<file path="src/rtl/byte_sweep_pkg.sv">
package byte_sweep_pkg;

  // Strobes from the sequencer to the datapath
  typedef struct packed {
    logic clear;     // reset counters at sweep launch
    logic writeEn;   // write current pattern to current address
    logic advance;   // step pattern, and address on pattern wrap
    logic latchFail; // capture address and pattern of a mismatch
  } sweepCtl_t;

  typedef enum logic [1:0] {
    ST_IDLE  = 2'd0,
    ST_WRITE = 2'd1,
    ST_READ  = 2'd2,
    ST_CHECK = 2'd3
  } sweepState_t;

endpackage

</file>
<file path="src/rtl/byte_sweep_dp.sv">
module byte_sweep_dp
  import byte_sweep_pkg::*;
#(
  parameter int ADDR_W = 7,
  parameter int DATA_W = 8
) (
  input  logic              clk,
  input  logic              rstN,
  input  sweepCtl_t         ctl,
  input  logic [DATA_W-1:0] memRdata,
  output logic [ADDR_W-1:0] memAddr,
  output logic [DATA_W-1:0] memWdata,
  output logic              memWe,
  output logic              mismatch,
  output logic              isLast,
  output logic [ADDR_W-1:0] failAddr,
  output logic [DATA_W-1:0] failPattern
);

  localparam logic [ADDR_W-1:0] ADDR_MAX = {ADDR_W{1'b1}};
  localparam logic [DATA_W-1:0] PAT_MAX  = {DATA_W{1'b1}};

  logic [ADDR_W-1:0] addrQ;
  logic [DATA_W-1:0] patQ;
  logic              patWrap;

  assign patWrap  = (patQ == PAT_MAX);
  assign isLast   = patWrap && (addrQ == ADDR_MAX);
  assign mismatch = (memRdata != patQ);
  assign memAddr  = addrQ;
  assign memWdata = patQ;
  assign memWe    = ctl.writeEn;

  always_ff @(posedge clk) begin
    if (!rstN) begin
      addrQ <= '0;
      patQ  <= '0;
    end else if (ctl.clear) begin
      addrQ <= '0;
      patQ  <= '0;
    end else if (ctl.advance) begin
      patQ <= patQ + 1'b1;
      if (patWrap) addrQ <= addrQ + 1'b1;
    end
  end

  always_ff @(posedge clk) begin
    if (!rstN) begin
      failAddr    <= '0;
      failPattern <= '0;
    end else if (ctl.latchFail) begin
      failAddr    <= addrQ;
      failPattern <= patQ;
    end
  end

  // a launch restarts both counters
  p_clear_r2: assert property (@(posedge clk) disable iff (!rstN)
    ctl.clear |=> (memAddr == '0) && (memWdata == '0));

  // pattern steps within an address
  p_pat_step_r3: assert property (@(posedge clk) disable iff (!rstN)
    (ctl.advance && !patWrap) |=>
      (memWdata == DATA_W'($past(memWdata) + 1'b1)) && $stable(memAddr));

  // address steps only on pattern wrap
  p_addr_step_r3: assert property (@(posedge clk) disable iff (!rstN)
    (ctl.advance && patWrap) |=>
      (memWdata == '0) && (memAddr == ADDR_W'($past(memAddr) + 1'b1)));

  // a write is followed by a read of the same location
  p_wr_then_rd_r4: assert property (@(posedge clk) disable iff (!rstN)
    memWe |=> !memWe && $stable(memAddr) && $stable(memWdata));

  // captured location matches the one under test
  p_latch_r6: assert property (@(posedge clk) disable iff (!rstN)
    ctl.latchFail |=> (failAddr == $past(memAddr)) && (failPattern == $past(memWdata)));

endmodule

</file>
<file path="src/rtl/byte_sweep_ctrl.sv">
module byte_sweep_ctrl
  import byte_sweep_pkg::*;
(
  input  logic      clk,
  input  logic      rstN,
  input  logic      start,
  input  logic      mismatch,
  input  logic      isLast,
  output sweepCtl_t ctl,
  output logic      busy,
  output logic      pass,
  output logic      fail
);

  sweepState_t stateQ, stateD;

  always_comb begin
    ctl    = '0;
    stateD = stateQ;
    unique case (stateQ)
      ST_IDLE: begin
        if (start) begin
          ctl.clear = 1'b1;
          stateD    = ST_WRITE;
        end
      end
      ST_WRITE: begin
        ctl.writeEn = 1'b1;
        stateD      = ST_READ;
      end
      ST_READ: begin
        stateD = ST_CHECK;
      end
      ST_CHECK: begin
        if (mismatch) begin
          ctl.latchFail = 1'b1;
          stateD        = ST_IDLE;
        end else if (isLast) begin
          stateD = ST_IDLE;
        end else begin
          ctl.advance = 1'b1;
          stateD      = ST_WRITE;
        end
      end
      default: stateD = ST_IDLE;
    endcase
  end

  always_ff @(posedge clk) begin
    if (!rstN) begin
      stateQ <= ST_IDLE;
      pass   <= 1'b0;
      fail   <= 1'b0;
    end else begin
      stateQ <= stateD;
      if (ctl.clear) begin
        pass <= 1'b0;
        fail <= 1'b0;
      end else if (stateQ == ST_CHECK) begin
        if (mismatch)    fail <= 1'b1;
        else if (isLast) pass <= 1'b1;
      end
    end
  end

  assign busy = (stateQ != ST_IDLE);

  // verdicts are exclusive
  p_excl_r7: assert property (@(posedge clk) disable iff (!rstN)
    !(pass && fail));

  // verdicts hold while idle without a launch
  p_hold_r7: assert property (@(posedge clk) disable iff (!rstN)
    (!busy && !start) |=> $stable(pass) && $stable(fail));

  // a fail ends the sweep
  p_fail_stop_r6: assert property (@(posedge clk) disable iff (!rstN)
    $rose(fail) |-> !busy);

  // pass only appears at the end of a sweep
  p_pass_end_r5: assert property (@(posedge clk) disable iff (!rstN)
    $rose(pass) |-> !busy && $past(busy));

  // start in mid-sweep does not end it
  p_ignore_r8: assert property (@(posedge clk) disable iff (!rstN)
    (busy && start && (stateQ != ST_CHECK)) |=> busy);

  // launch from idle makes the block busy
  p_launch_r2: assert property (@(posedge clk) disable iff (!rstN)
    (!busy && start) |=> busy && !pass && !fail);

endmodule

</file>
<file path="src/rtl/byte_sweep_bist.sv">
module byte_sweep_bist
  import byte_sweep_pkg::*;
#(
  parameter int ADDR_W = 7,
  parameter int DATA_W = 8
) (
  input  logic              clk,
  input  logic              rstN,
  input  logic              start,
  output logic [ADDR_W-1:0] memAddr,
  output logic [DATA_W-1:0] memWdata,
  output logic              memWe,
  input  logic [DATA_W-1:0] memRdata,
  output logic              busy,
  output logic              pass,
  output logic              fail,
  output logic [ADDR_W-1:0] failAddr,
  output logic [DATA_W-1:0] failPattern
);

  sweepCtl_t ctl;
  logic      mismatch;
  logic      isLast;

  byte_sweep_ctrl u_ctrl (
    .clk      (clk),
    .rstN     (rstN),
    .start    (start),
    .mismatch (mismatch),
    .isLast   (isLast),
    .ctl      (ctl),
    .busy     (busy),
    .pass     (pass),
    .fail     (fail)
  );

  byte_sweep_dp #(
    .ADDR_W (ADDR_W),
    .DATA_W (DATA_W)
  ) u_dp (
    .clk         (clk),
    .rstN        (rstN),
    .ctl         (ctl),
    .memRdata    (memRdata),
    .memAddr     (memAddr),
    .memWdata    (memWdata),
    .memWe       (memWe),
    .mismatch    (mismatch),
    .isLast      (isLast),
    .failAddr    (failAddr),
    .failPattern (failPattern)
  );

  // no RAM writes outside a sweep
  p_we_busy_r9: assert property (@(posedge clk) disable iff (!rstN)
    memWe |-> busy);

endmodule

</file>
<file path="config.mk">
export PLATFORM = sky130hd
export DESIGN_NAME = byte_sweep_bist
export DESIGN_NICKNAME = d
export VERILOG_FILES = /design/src/rtl/byte_sweep_pkg.sv /design/src/rtl/byte_sweep_dp.sv /design/src/rtl/byte_sweep_ctrl.sv /design/src/rtl/byte_sweep_bist.sv
export SDC_FILE = /design/constraint.sdc
export NUM_CORES = 1
export LEC_CHECK = 0
export BUFFER_PORTS_ARGS = -buffer_cell sky130_fd_sc_hd__buf_2
export CORE_ASPECT_RATIO = 1.75
export CORE_MARGIN = 4
export CORE_UTILIZATION = 52
export DETAILED_ROUTE_END_ITERATION = 6
export PLACE_DENSITY = 0.79
export SKIP_LAST_GASP = 1
export SYNTH_ARGS = -nofsm -noshare
export SYNTH_HDL_FRONTEND = slang
export SYNTH_SLANG_ARGS = --single-unit
</file>
<file path="constraint.sdc">
create_clock -name clk -period 2.3 [get_ports clk]
set_input_delay 0 -clock clk [delete_from_list [all_inputs] [get_ports clk]]
set_output_delay 0 -clock clk [all_outputs]
set_load 0.03 [all_outputs]
</file>
==> results of run 1 <==
[path summary, 6_finish.rpt]
check        cells after the start  slack, ns             start          endpoint
max                              6       0.20  u_dp.memWdata[1]   u_dp.memAddr[0]
min reg2reg                      2       0.45  u_dp.failAddr[2]  u_dp.failAddr[2]
max reg2reg                      6       0.20  u_dp.memWdata[1]   u_dp.memAddr[0]
min                              4       0.12             start  u_ctrl.stateQ[1]
[routing by layer]
metal	vias up	wire, um	global-route usage
met1	701	1610	0.226
met5	-	0	0
met3	7	199	0.0519
met2	36	2030	0.329
met4	0	76	0.0788
li1	788	-	-
[critical path: cells and delay by family, from the launching register on]
kind          cells  cell delay (ns)
fa+ha+maj         1             0.24
flops             1             0.48
simple gates      5             1.32
[registers in the layout (all words and copies together) (netlist names)]
name,count
u_dp.failPattern,8
u_dp.memWdata,8
u_dp.failAddr,7
u_dp.memAddr,7
u_ctrl.stateQ,2
u_ctrl.fail,1
u_ctrl.pass,1
[area by class of cell]
class | count | area (um^2) | area share
clock buffers | 7 | 86.3 | 0.0416
clock inverters | 1 | 5.00 | 0.00241
inverters | 5 | 18.8 | 0.00905
multi-input cells | 151 | 950 | 0.458
flip-flops and latches | 34 | 681 | 0.328
well taps | 43 | 53.8 | 0.0259
repair buffers | 50 | 280 | 0.135
[where the power goes]
part,internal [mW],switching (mW)
Sequential,0.607,0.0147
Clock,0.241,0.209
Combinational,0.117,0.216
[kinds of logic after synthesis]
group                      after synthesis
buffers and inverters                   20
and+or+nand+nor                         93
AOI/OAI and AO/OA                       24
muxes                                   20
DFF                                     34
adders and majority gates                6
xor gates and xnor gates                 8
[stage by stage]
stage	total power, mW	utilization	area [um^2]
detailed placement	0.970	0.621	1970
global placement	0.964	0.621	1970
finish	1.41	0.653	2070
floorplan	0.890	-	1720
global route	1.48	0.653	2070
CTS	1.42	0.653	2070
[layout by cell type, fill, tap and decap left out, types with 5 or more instances in the layout]
cell | Yosys | final
inv_1 | 5 | 5
xnor2_1 | 8 | 8
clkbuf_8 | 0 | 6
nand2_1 | 47 | 47
dfxtp_1 | 34 | 34
nor4_1 | 5 | 5
nor2_1 | 9 | 9
nand4_1 | 6 | 6
buf_2 | 4 | 44
ha_1 | 6 | 6
nand3_1 | 5 | 5
a21oi_1 | 9 | 9
mux2i_1 | 20 | 20
==> out/qor.yml, run 1 <==
synthesis:
  ys_seq_area_frac: 0.397
  yosys.area_share.xor_xnor: 0.0408
  synth_seq_cells: 34
  yosysWarnings: 0
  synth_cell_types: 35
  synth_compound_area_frac: 0.0926
  avgSynthCellArea_um2: 8.37
  yosysTopAreaCell: "dfxtp_1"
  synth_edf_count: 0
  synthAdderAreaFrac: 0.0438
  syn_inst: 205
  synthTopCellsByCount: "47 x nand2_1, 34 x dfxtp_1, 20 x mux2i_1"
  ys_top_cells_by_area: "dfxtp_1 40%, mux2i_1 12%, nand2_1 10%"
  synthArstFlopShare: 0
  yosysMostFrequentCell: "nand2_1"
  ys.flop_type: "dfxtp_1"
  netlist_area_mm2: 0.00172
  synth_top_family_by_area: "simple AND/OR/NAND/NOR gates"
  synth_top_area_share: 0.397
  synth_simple_gate_area_frac: 0.260
  synth_mux_area_frac: 0.117
  synth_fp_nets: 222
timing:
  fmax_ghz: 0.476
  finalSetupViolations: 0
  relSlewSlack: 0.591
  finalHoldViolCount: 0
  rsz0062_at_grt: "no"
  whs_ns: 0.117
  worst_slew_pin_slew_ns: 0.614
  period_needed_ns: 2.10
  worst_clock_skew_ns: 0.00698
  tns_ns: 0
  drv_slew: 0
  fin_crit_sh: 0.913
  fin_ws_ns: 0.199
cts:
  clk_path_buf_depth: 2
  holdBufCountCts: 1
  clk_pin_slew_ns: 0.07
  cts_tree: "built"
  cts_buffers: 5
  cts_setup_buffers: 0
  cts.sinks: 34
  h-tree-depth: 2
  post_cts_resized: 0
  root_buffer: "clkbuf_8"
  clock_latency_ns: 0.29
cells_and_area:
  area_growth_pct: 20.9
  drive_above_1_share: 0.262
  finalNonFillerCells: 291
  final_nets: 264
  diodes: 0
  fillCellCount: 299
die:
  fp.dieW_um: 51.4
  die_y_um: 84.0
  rows: 27
  start_util: 0.540
  die_area_mm2: 0.00432
  core_mm2: 0.00318
  top_level_ports: 45
route:
  vias: 1532
  dr.pass1.iters: 4
  wl_per_cell_um: 13.5
  drc: 0
  drt-total-wl_mm: 3.92
  ant_nets: 0
  vias_per_cell: 5.26
  initialDrtViolationCount: 23
placement:
  dpl.hpwl_mm: 2.92
  post-place-ws_ns: 0.271
  dp.cells: 282
  gp_congestion: 0.817
  portBuffers: 44
worst_setup_path:
  cp-end-kind: "register"
  critPathMaxFanout: 7
  worstPathCellList: "ha_1 > nand3_1 > or2_0 > or3_4 > or4_1 > nand2_1"
  path_class: "register to register"
  arrival_ns: 2.33
  critPathLaunchType: "register"
  crit_required_ns: 2.53
  cpMaxStageDelayCell: "dfxtp_1"
  slowest_delay_ns: 0.48
global_route:
  grt_pass1_wl_mm: 6.51
  grt_pass1_vias: 1407
  antenna_found_initial: 0
  grtUsageTotal: 0.196
  grt_max_degree: 31
  grt_overflow: 0
hold_path:
  hp-class: "primary input to register"
status:
  status: "finished, final reports clean"
power_and_ir_drop:
  p_leak_nw: 0.859
  power_density_mw_per_mm2: 677
  peakVddDrop_uv: 475
job:
  max_cap_viol_count: 0
Note: power is estimated with default switching activity, not from simulation.
==> run 2: changes to the inputs <==
ABC_AREA = 1   (was unset)
TNS_END_PERCENT = 50   (was unset)
==> run 2 against run 1 <==
Hold slack lost 0.094 ns; highest routed layer unchanged; largest cell class unchanged; total power up 15%; core utilization decreased by 1.1 points; sequential share of layout area increased by 0.20 points; critical path depth up 3; sequential cell count unchanged.
==> out/qor.yml, run 2 <==
route:
  initialDrtViolationCount: 37  # +61%
  vias: 1715  # +12%
  wl_per_cell_um: 12.2  # -9.3%
  drt-total-wl_mm: 4.15  # +6.0%
  vias_per_cell: 5.04  # -4.2%
  drc: 0  # unchanged
  ant_nets: 0  # unchanged
  dr.pass1.iters: 4  # unchanged
timing:
  whs_ns: 0.0228  # -0.0941 ns
  period_needed_ns: 1.91  # -0.196 ns
  relSlewSlack: 0.653  # +0.0623
  finalHoldViolCount: 0  # unchanged
  tns_ns: 0  # unchanged
  fmax_ghz: 0.525  # +10%
  worst_clock_skew_ns: 0.00577  # -0.00121 ns
  drv_slew: 0  # unchanged
  worst_slew_pin_slew_ns: 0.520  # -0.0940 ns
  rsz0062_at_grt: "no"
  fin_crit_sh: 0.828  # -0.0851
  fin_ws_ns: 0.395  # +0.196 ns
  finalSetupViolations: 0  # unchanged
die:
  top_level_ports: 45  # unchanged
  core_mm2: 0.00321  # +1.1%
  rows: 27  # unchanged
  start_util: 0.546  # +0.00562
  die_area_mm2: 0.00440  # +1.9%
  fp.dieW_um: 51.9  # +0.89%
  die_y_um: 84.8  # +0.95%
worst_setup_path:
  cpMaxStageDelayCell: "dfxtp_1"
  ff2ff_path_depth: 9  # +3
  cp_num_buf_inv: 1  # +1
  critPathLaunchType: "register"
  critical_path.top_delay_family: "simple AND/OR/NAND/NOR gates"
  crit_required_ns: 2.44  # -0.09 ns
  arrival_ns: 2.05  # -0.28 ns
  rrSetupSlack_ns: 0.39  # +0.20 ns
  r2r_start: "u_dp.memWdata[4]"
  critPathMaxFanout: 9  # +2
  worstPathCellList: "inv_1 > nand2_1 > nand2_1 > nor2_1 > nand2_1 > nor2_4 > nand3_1 > nand2_1 > a21oi_1"
  slowest_delay_ns: 0.53  # +0.05 ns
  path_class: "register to register"
  cp.depth: 9  # +3
  r2r_end: "u_dp.memWdata[2]"
  cp-end-kind: "register"
  worst_path_most_repeated_cell: "nand2_1"
synthesis:
  yosysWarnings: 0  # unchanged
  yosysMostFrequentCell: "nand2_1"
  synth_cell_types: 21  # -40%
  yosysTopAreaCell: "dfxtp_1"
  ys_top_cells_by_area: "dfxtp_1 39%, nand2_1 14%, a21oi_1 7.7%"
  ys_seq_area_frac: 0.389  # -0.00822
  avgSynthCellArea_um2: 6.92  # -17%
  synth_edf_count: 0  # unchanged
  synth_fp_nets: 270  # +22%
  synthTopCellsByCount: "66 x nand2_1, 34 x dfxtp_1, 30 x nor2_1"
  netlist_area_mm2: 0.00175  # +2.1%
  synth_top_area_share: 0.389  # -0.00822
  synth_seq_cells: 34  # unchanged
  syn_inst: 253  # +23%
  synthArstFlopShare: 0  # unchanged
  ys.flop_type: "dfxtp_1"
cts:
  clk_pin_slew_ns: 0.07  # about the same
  clk_path_buf_depth: 2  # unchanged
  cts_setup_buffers: 0  # unchanged
  root_buffer: "clkbuf_8"
  cts.sinks: 34  # unchanged
  h-tree-depth: 2  # unchanged
  holdBufCountCts: 0  # -1
  post_cts_resized: 0  # unchanged
  clock_latency_ns: 0.29  # about the same
  cts_tree: "built"
  cts_buffers: 5  # unchanged
cells_and_area:
  final_nets: 315  # +19%
  fillCellCount: 310  # +3.7%
  drive_above_1_share: 0.192  # -0.0702
  utilization: 0.642  # -0.0108
  final_cell_mix: "66 x nand2_1, 44 x buf_2, 34 x dfxtp_1"
  diodes: 0  # unchanged
  area_growth_pct: 17.7
  finalNonFillerCells: 340  # +17%
  finalInstanceArea_mm2: 0.00206  # -0.60%
  final_common_cell: "nand2_1"
placement:
  gp_congestion: 0.875  # +7.1%
  dpl.hpwl_mm: 3.09  # +6.0%
  placed_area_mm2: 0.00198  # +0.32%
  post-place-ws_ns: 0.448  # +0.178 ns
  portBuffers: 44  # unchanged
  dp.cells: 334  # +18%
global_route:
  grtUsageTotal: 0.205  # +0.00919
  antenna_found_initial: 0  # unchanged
  grt_overflow: 0  # unchanged
  grt_max_degree: 18  # -42%
  grt_pass1_wl_mm: 6.84  # +5.1%
  grt_pass1_vias: 1619  # +15%
hold_path:
  hold_end: "u_ctrl.stateQ[1]"
  whs_path_depth: 3  # -1
  hp-class: "primary input to register"
  min_from: "start"
status:
  status: "finished, final reports clean"
power_and_ir_drop:
  p_leak_nw: 1.01  # +17%
  power_density_mw_per_mm2: 781  # +15%
  total_power_mw: 1.61  # +15%
  peakVddDrop_uv: 602  # +27%
job:
  max_cap_viol_count: 0  # unchanged
run 2: where the power goes:
group          internal (mW)  leakage (nW)  switching, mW
registers              0.661         0.275         0.0385
logic                  0.139         0.687          0.341
clock network          0.231        0.0431          0.200
run 2: worst max path at each step:
stage	from	end	slack, ns
after detailed placement	u_dp.memAddr[0]	u_dp.memAddr[3]	0.45
after floorplan	u_dp.memWdata[1]	u_dp.memAddr[5]	0.51
after global routing	u_dp.memWdata[4]	u_dp.memWdata[2]	0.25
after global placement	u_dp.memWdata[4]	u_dp.memWdata[2]	0.53
final	u_dp.memWdata[4]	u_dp.memWdata[2]	0.39
after CTS	u_dp.memWdata[4]	u_dp.memWdata[2]	0.41
run 2: metal layers:
metal  routed length [um]  share of wire  global-route usage  vias up
met2                 2200           0.53               0.363       52
met3                  209          0.050              0.0409       10
li1                     -              -                   -      889
met1                 1640           0.39               0.209      764
met4                  102          0.025               0.124        0
met5                    0              0                   0        -
run 2: cell families after synthesis:
logic type | Yosys count | share of synthesized area
and+or+nand+nor | 119 | 0.285
AOI/OAI and AO/OA | 46 | 0.134
buffers and inverters | 37 | 0.0950
DFF | 34 | 0.389
xor gates and xnor gates | 11 | 0.0550
adders and majority gates | 6 | 0.0429
run 2: final cells by class:
type,instances,area (um^2),area share
Multi-Input combinational cell,182,905,0.439
Sequential cell,34,681,0.330
Timing Repair Buffer,45,228,0.110
Inverter,30,113,0.0546
Clock buffer,6,82.6,0.0400
Tap cell,43,53.8,0.0261
run 2: worst min-delay path, cell delays in order:
cell,delay (ns)
buf_2,0.09
nor2_1,0.06
a21oi_1,0.12
==> run 3: changes to the inputs <==
clock period = 1.8 ns   (was 2.3 ns; I/O delays follow)
==> run 3 against run 2 <==
Critical path depth fell by 1; critical endpoint is now u_dp.memAddr[0]; register-to-register slack worse by 0.30 ns; combinational power is 42% higher; sequential power grew 27%; critical path type unchanged; fmax up 12%; first-iteration DRC count is 8.1% higher; hold slack got worse by 0.0070 ns; core utilization is 3.4 points higher; sequential cell count is the same; count of clock-buffer cells in the layout unchanged; clock power grew 27%.
==> out/qor.yml, run 3 (synthesized netlist as in run 2, its figures left out) <==
die:
  top_level_ports: 45  # unchanged
  start_util: 0.546  # unchanged
  die_area_mm2: 0.00440  # unchanged
  core_mm2: 0.00321  # unchanged
  fp.dieW_um: 51.9  # unchanged
  die_y_um: 84.8  # unchanged
  rows: 27  # unchanged
worst_setup_path:
  cp-end-kind: "register"
  ff2ff_path_depth: 8  # -1
  worst_path_most_repeated_cell: "nand3_1"
  slowest_delay_ns: 0.34  # -0.19 ns
  crit_end: "u_dp.memAddr[0]"
  cpMaxStageDelayCell: "dfxtp_2"
  critPathLaunchType: "register"
  critPathMaxFanout: 13  # +4
  rrSetupSlack_ns: 0.09  # -0.30 ns
  r2r_start: "u_dp.memWdata[0]"
  worstPathCellList: "ha_1 > nand2_1 > nor2_1 > nand3_1 > nand3_1 > nor2_4 > nand3_1 > a21oi_1"
  startpoint: "u_dp.memWdata[0]"
  critical_path.top_delay_family: "simple AND/OR/NAND/NOR gates"
  path_class: "register to register"
  cp_num_buf_inv: 0  # -1
  arrival_ns: 1.91  # -0.14 ns
  crit_required_ns: 2.00  # -0.44 ns
  cp.depth: 8  # -1
  r2r_end: "u_dp.memAddr[0]"
power_and_ir_drop:
  p_leak_nw: 1.08  # +7.0%
  peakVddDrop_uv: 742  # +23%
  power_density_mw_per_mm2: 973  # +25%
  total_power_mw: 2.11  # +31%
global_route:
  grt_pass1_wl_mm: 7.25  # +5.9%
  gr-usage-met3: 0.0568  # +0.0160
  grt_overflow: 0  # unchanged
  grtUsageTotal: 0.216  # +0.0114
  grt_pass1_vias: 1698  # +4.9%
  antenna_found_initial: 0  # unchanged
  grt_max_degree: 18  # unchanged
  busiest_layer: "met2"
  grt.met1_usage: 0.206  # -0.00284
  gr-usage-met2: 0.408  # +0.0447
placement:
  gp_congestion: 0.897  # +2.5%
  placed_area_mm2: 0.00204  # +3.0%
  portBuffers: 44  # unchanged
  dpl.hpwl_mm: 3.33  # +7.8%
  dp.cells: 342  # +2.4%
cts:
  holdBufCountCts: 0  # unchanged
  clk_pin_slew_ns: 0.06  # about the same
  root_buffer: "clkbuf_8"
  h-tree-depth: 2  # unchanged
  cts_buffers: 5  # unchanged
  cts_tree: "built"
  cts.sinks: 34  # unchanged
  clk_path_buf_depth: 2  # unchanged
  clock_latency_ns: 0.29  # about the same
cells_and_area:
  finalInstanceArea_mm2: 0.00217  # +5.3%
  final_cell_mix: "66 x nand2_1, 44 x buf_2, 30 x nor2_1"
  area_growth_pct: 23.9
  final_common_cell: "nand2_1"
  diodes: 0  # unchanged
  finalNonFillerCells: 352  # +3.5%
  drive_above_1_share: 0.249  # +0.0573
  fillCellCount: 288  # -7.1%
  final_nets: 327  # +3.8%
timing:
  worst_clock_skew_ns: 0.00825  # +0.00248 ns
  finalHoldViolCount: 0  # unchanged
  relSlewSlack: 0.641  # -0.0123
  whs_ns: 0.0158  # -0.00701 ns
  period_needed_ns: 1.71  # -0.197 ns
  finalSetupViolations: 0  # unchanged
  fin_crit_sh: 0.949  # +0.121
  worst_slew_pin_slew_ns: 0.539  # +0.0184 ns
  tns_ns: 0  # unchanged
  drv_slew: 0  # unchanged
  fmax_ghz: 0.585  # +12%
route:
  vias_per_cell: 5.09  # +0.87%
  ant_nets: 0  # unchanged
  initialDrtViolationCount: 40  # +8.1%
  vias: 1791  # +4.4%
  wl_per_cell_um: 12.9  # +5.8%
  dr.pass1.iters: 6  # +2
  drc: 0  # unchanged
  drt-total-wl_mm: 4.55  # +9.5%
hold_path:
  hp-class: "primary input to register"
status:
  status: "finished, final reports clean"
job:
  max_cap_viol_count: 0  # unchanged
==> run 3: changes by cell type in the layout (fill, tap and decap cells not counted) <==
cell / previous run / this run
nand3_2: 0 / 1
buf_4: 1 / 13
nor2_2: 1 / 0
dfxtp_1: 34 / 27
dfxtp_2: 0 / 7
nand3_1: 16 / 15
nor2_4: 3 / 4
==> run 3: report_power, final <==
| part | switching, mW | internal, mW |
|---|---|---|
| clock network | 0.252 | 0.295 |
| registers | 0.0412 | 0.844 |
| logic | 0.468 | 0.212 |
==> run 3: layout make-up <==
cell class / count / area, um^2 / share of cell area
Sequential cell: 34 / 689 / 0.318
Tap cell: 43 / 53.8 / 0.0248
Clock buffer: 6 / 82.6 / 0.0380
Inverter: 30 / 113 / 0.0519
Multi-Input combinational cell: 182 / 915 / 0.421
Timing Repair Buffer: 57 / 318 / 0.146
==> run 3: how the worst min path moves through the flow <==
stage	from	endpoint	slack (ns)	cells after the start
floorplan	rstN	u_ctrl.stateQ[0]	0.13	2
global placement	start	u_dp.memWdata[1]	0.32	4
detailed placement	start	u_dp.memWdata[1]	0.32	4
CTS	start	u_dp.memWdata[1]	0.02	4
global route	start	u_dp.memWdata[1]	0.03	4
finish	start	u_dp.memWdata[1]	0.02	4
==> run 3: tightest hold or removal path: stages <==
cell	delay (ns)
buf_2	0.09
a21oi_1	0.07
o21ai_0	0.06
a21oi_1	0.04
==> run 3: metrics by stage <==
stage	utilization	setup slack, ns
final	0.676	0.0920
after global routing	0.676	-0.0521
after CTS	0.663	0.0598
after detailed placement	0.635	-0.00340
after global placement	0.635	0.0809
after floorplan	-	0.00609
==> run 3: routing by layer <==
metal	vias up	share of wire
li1	915	-
met1	821	0.37
met4	0	0.018
met2	46	0.56
met5	-	0
met3	9	0.048
==> run 3: timing repair <==
action | CTS | global route
setup buffers | 0 | 4
pin swaps | 0 | 3
resized for setup | 1 | 8
setup endpoints to repair | 3 | 21
